**src/rtl/cla_block_adder.sv**
```systemverilog
module cla_block_adder #(
  parameter int unsigned WIDTH = 32,
  parameter int unsigned SPAN  = 4
) (
  input  logic [WIDTH-1:0] a_in,
  input  logic [WIDTH-1:0] b_in,
  input  logic             c_in,
  output logic [WIDTH-1:0] sum_out,
  output logic             c_out
);
  localparam int unsigned NBLK = WIDTH / SPAN;

  if (SPAN == 0 || (WIDTH % SPAN) != 0) begin : g_shape_bad
    $error("cla_block_adder: WIDTH must be a multiple of SPAN");
  end

  logic [WIDTH-1:0] gen, prp;
  logic [NBLK-1:0]  blk_g, blk_p;
  logic [NBLK:0]    hop;

  assign gen = a_in & b_in;
  assign prp = a_in | b_in;

  always_comb begin
    logic run;
    hop[0]  = c_in;
    sum_out = '0;
    for (int j = 0; j < NBLK; j++) begin
      blk_g[j] = 1'b0;
      blk_p[j] = 1'b1;
      for (int i = 0; i < SPAN; i++) begin
        blk_g[j] = gen[j*SPAN+i] | (prp[j*SPAN+i] & blk_g[j]);
        blk_p[j] = blk_p[j] & prp[j*SPAN+i];
      end
      hop[j+1] = blk_g[j] | (blk_p[j] & hop[j]);
      run = hop[j];
      for (int i = 0; i < SPAN; i++) begin
        sum_out[j*SPAN+i] = a_in[j*SPAN+i] ^ b_in[j*SPAN+i] ^ run;
        run = gen[j*SPAN+i] | (prp[j*SPAN+i] & run);
      end
    end
  end

  assign c_out = hop[NBLK];

  logic [WIDTH:0] full_ref, lo_mask, lo_sum;
  always_comb begin
    full_ref = {1'b0, a_in} + {1'b0, b_in} + {{WIDTH{1'b0}}, c_in};
    p_sum_r1: assert ({c_out, sum_out} == full_ref)
      else $error("R1 sum mismatch");
    lo_mask = '0;
    lo_sum  = '0;
    for (int j = 1; j <= NBLK; j++) begin
      lo_mask = ((WIDTH+1)'(1) << (j*SPAN)) - (WIDTH+1)'(1);
      lo_sum  = ({1'b0, a_in} & lo_mask) + ({1'b0, b_in} & lo_mask)
              + {{WIDTH{1'b0}}, c_in};
      p_hop_r3: assert (hop[j] == lo_sum[j*SPAN])
        else $error("R3 slice carry mismatch");
    end
    for (int j = 0; j < NBLK; j++) begin
      if (blk_p[j] && !blk_g[j]) begin
        p_skip_r4: assert (hop[j+1] == hop[j]) else $error("R4 skip broken");
      end
      if (blk_g[j]) begin
        p_gen_r5: assert (hop[j+1]) else $error("R5 generate lost");
      end
      if (!blk_g[j] && !blk_p[j]) begin
        p_kill_r6: assert (!hop[j+1]) else $error("R6 kill broken");
      end
    end
  end
endmodule

```
**config.mk**
```make
export PLATFORM = sky130hd
export DESIGN_NAME = cla_block_adder
export DESIGN_NICKNAME = d
export VERILOG_FILES = /design/src/rtl/cla_block_adder.sv
export SDC_FILE = /design/constraint.sdc
export NUM_CORES = 1
export LEC_CHECK = 0
export CAP_MARGIN = 0
export CORE_MARGIN = 5
export CORE_UTILIZATION = 43
export DETAILED_ROUTE_END_ITERATION = 16
export PLACE_DENSITY_LB_ADDON = 0.05
export SETUP_SLACK_MARGIN = 0.02
export SYNTH_ARGS = -nofsm -noshare
export SYNTH_HDL_FRONTEND = slang
export SYNTH_SLANG_ARGS = --single-unit
```
**constraint.sdc**
```tcl
create_clock -name vclk -period 8.3
set_input_delay 2.49 -clock vclk [all_inputs]
set_output_delay 2.49 -clock vclk [all_outputs]
set_load 0.005 [all_outputs]
```
==> flow_summary.json <==
{
  "die_h_um": 78.2,
  "vias_per_cell": 4.49,
  "hold_viol": 0,
  "fmax_ghz": 0.123,
  "wl_per_cell_um": 11.9,
  "path_cells": "clkdlybuf4s50_1 > ha_1 > a21oi_2 > o31ai_4 > a211o_1 > a211oi_2 > buf_4 > o21bai_2 > fa_2 > fa_2 > fa_2 > xor2_1 > dlygate4sd2_1",
  "tightest_slew_ns": 0.421,
  "power_density_mw_per_mm2": 61.3,
  "report.final.slew_viol_count": 0,
  "synth_top_area_share": 0.401,
  "hold_path.class": "primary input to primary output",
  "gp_congestion": 0.779,
  "diodes": 0,
  "total_power_mw": 0.215,
  "finish.net_count": 523,
  "cp_slowest_stage_delay_ns": 0.43,
  "overflow": 0,
  "coreArea_mm2": 0.00444,
  "seq_area_um2": 0,
  "syn_avg_cell_area_um2": 8.47,
  "first_pass_iters": 4,
  "synth_common_cells": "inv_1, ha_1, fa_1",
  "drc_errors": 0,
  "period_needed_ns": 8.14,
  "synth_top_area_cell": "ha_1",
  "track_usage": 0.158,
  "die_area_mm2": 0.00611,
  "syn-num-nets": 389,
  "fin_ws_ns": 0.159,
  "cp.arrival_ns": 5.65,
  "hold_buffers": 0,
  "setup_violations": 0,
  "critPathKind": "primary input to primary output",
  "period_share": 0.981,
  "start_util": 0.450,
  "syn_inst": 236,
  "clock_buffers": 0,
  "max-slew-margin-rel": 0.717,
  "syn2layout_area_growth_pct": 75.9,
  "preCtsSetupSlack_ns": -0.470,
  "netlist_area_mm2": 0.00200,
  "outcome": "finished, final reports clean",
  "io_buffers": 98,
  "layout-drive-gt1-share": 0.198,
  "p_leak_nw": 2.04,
  "num_rows": 24,
  "ys_top_cells_by_area": "ha_1, fa_1, inv_1",
  "drv_cap": 0,
  "crit_path_end_kind": "primary output",
  "cp-start-kind": "primary input",
  "cpMostUsedCell": "fa_2",
  "dp_hpwl_mm": 4.40,
  "worstPathMaxFanout": 2,
  "io_pins": 98,
  "die_x_um": 78.2,
  "drt_iter0_drc": 9,
  "n_sequential_cell": 0,
  "hold_end": "sum_out[14]",
  "antenna_found_initial": 0,
  "yosysWarnings": 0,
  "grt_pass1_wl_mm": 8.34,
  "critPathLaunch": "a_in[8]",
  "critical-path-slowest-cell": "clkdlybuf4s50_1",
  "hold_depth": 3,
  "via_count": 1886,
  "ir_drop_uv": 40.1,
  "required_ns": 5.81,
  "synth_seq_area_share": 0,
  "yosysMostFrequentCell": "inv_1",
  "grt_max_degree": 4,
  "hp-start": "b_in[14]",
  "ant_nets": 0,
  "routed_wl_mm": 5.02,
  "grt_pass1_vias": 1995,
  "ys_types": 29
}
-- critical path, delay by kind of cell --
family / cells / cell delay, ns
adder cells (fa/ha/maj): 4 / 1.35
AO/OA/AOI/OAI: 5 / 0.79
buffers and inverters: 3 / 0.84
XOR/XNOR: 1 / 0.16
-- worst max path at each step --
| stage | to | cells after the start |
|---|---|---|
| 6_report | sum_out[31] | 13 |
| 5_1_grt | sum_out[27] | 15 |
| 4_1_cts | sum_out[18] | 15 |
| 3_5_place_dp | sum_out[31] | 14 |
| 3_3_place_gp | sum_out[26] | 13 |
| 2_1_floorplan | sum_out[31] | 11 |
-- through the flow --
stage	setup TNS, ns	std cells	hold slack (ns)	instance area [um^2]	utilization
global route	-0.0420	420	5.50	3510	0.791
floorplan	0	236	5.13	2000	-
detailed placement	-2.68	415	6.09	3260	0.734
finish	0	420	5.43	3510	0.791
global placement	-2.15	415	6.09	3260	0.734
CTS	0	418	5.92	3330	0.749
-- per-layer routing --
metal	wire, um	track usage	vias up
li1	-	-	955
met1	1930	0.188	878
met2	2760	0.308	53
met3	325	0.0309	0
met4	0	0.00524	0
met5	0	0	-
-- power breakdown --
part | total (mW) | internal [mW] | switching, mW
Combinational | 0.215 | 0.130 | 0.0855
Sequential | 0 | 0 | 0
Clock | 0 | 0 | 0
Total | 0.215 | 0.130 | 0.0855
-- area by class of cell --
cell class / instances / area, um^2
multi-input cells: 149 / 1830
repair buffers: 132 / 1290
fillers: 325 / 930
inverters: 87 / 327
well taps: 52 / 65.1
-- cells by family (layout without fill, tap and decap cells) --
group | after synthesis | after routing | synth area share
fa+ha+maj | 88 | 88 | 0.641
buf+inv | 87 | 219 | 0.163
compound gates | 28 | 28 | 0.0914
simple gates | 25 | 25 | 0.0689
xor+xnor | 8 | 8 | 0.0351
-- cells in the final DEF, fill, tap and decap left out, types with 2 or more instances in the layout --
cell and instances:
xnor2_1 2, buf_4 34, a211o_1 2, clkdlybuf4s15_1 2
dlygate4sd2_1 10, nor2_1 6, nor2b_1 3, xor2_1 6
a21oi_1 5, a21oi_2 5, inv_2 3, dlymetal6s2s_1 27
fa_1 15, ha_1 54, o21ai_0 2, nor3_2 2
nor3_1 2, clkdlybuf4s50_1 59, nor4_1 3, ha_2 9
inv_1 84, fa_2 9
-- timing repair --
item,in CTS,in global routing
buffers inserted,3,2
gates resized for setup,29,55
endpoints found under the setup margin,15,14
pin swaps,10,10
Note: power is estimated with default switching activity, not from simulation.
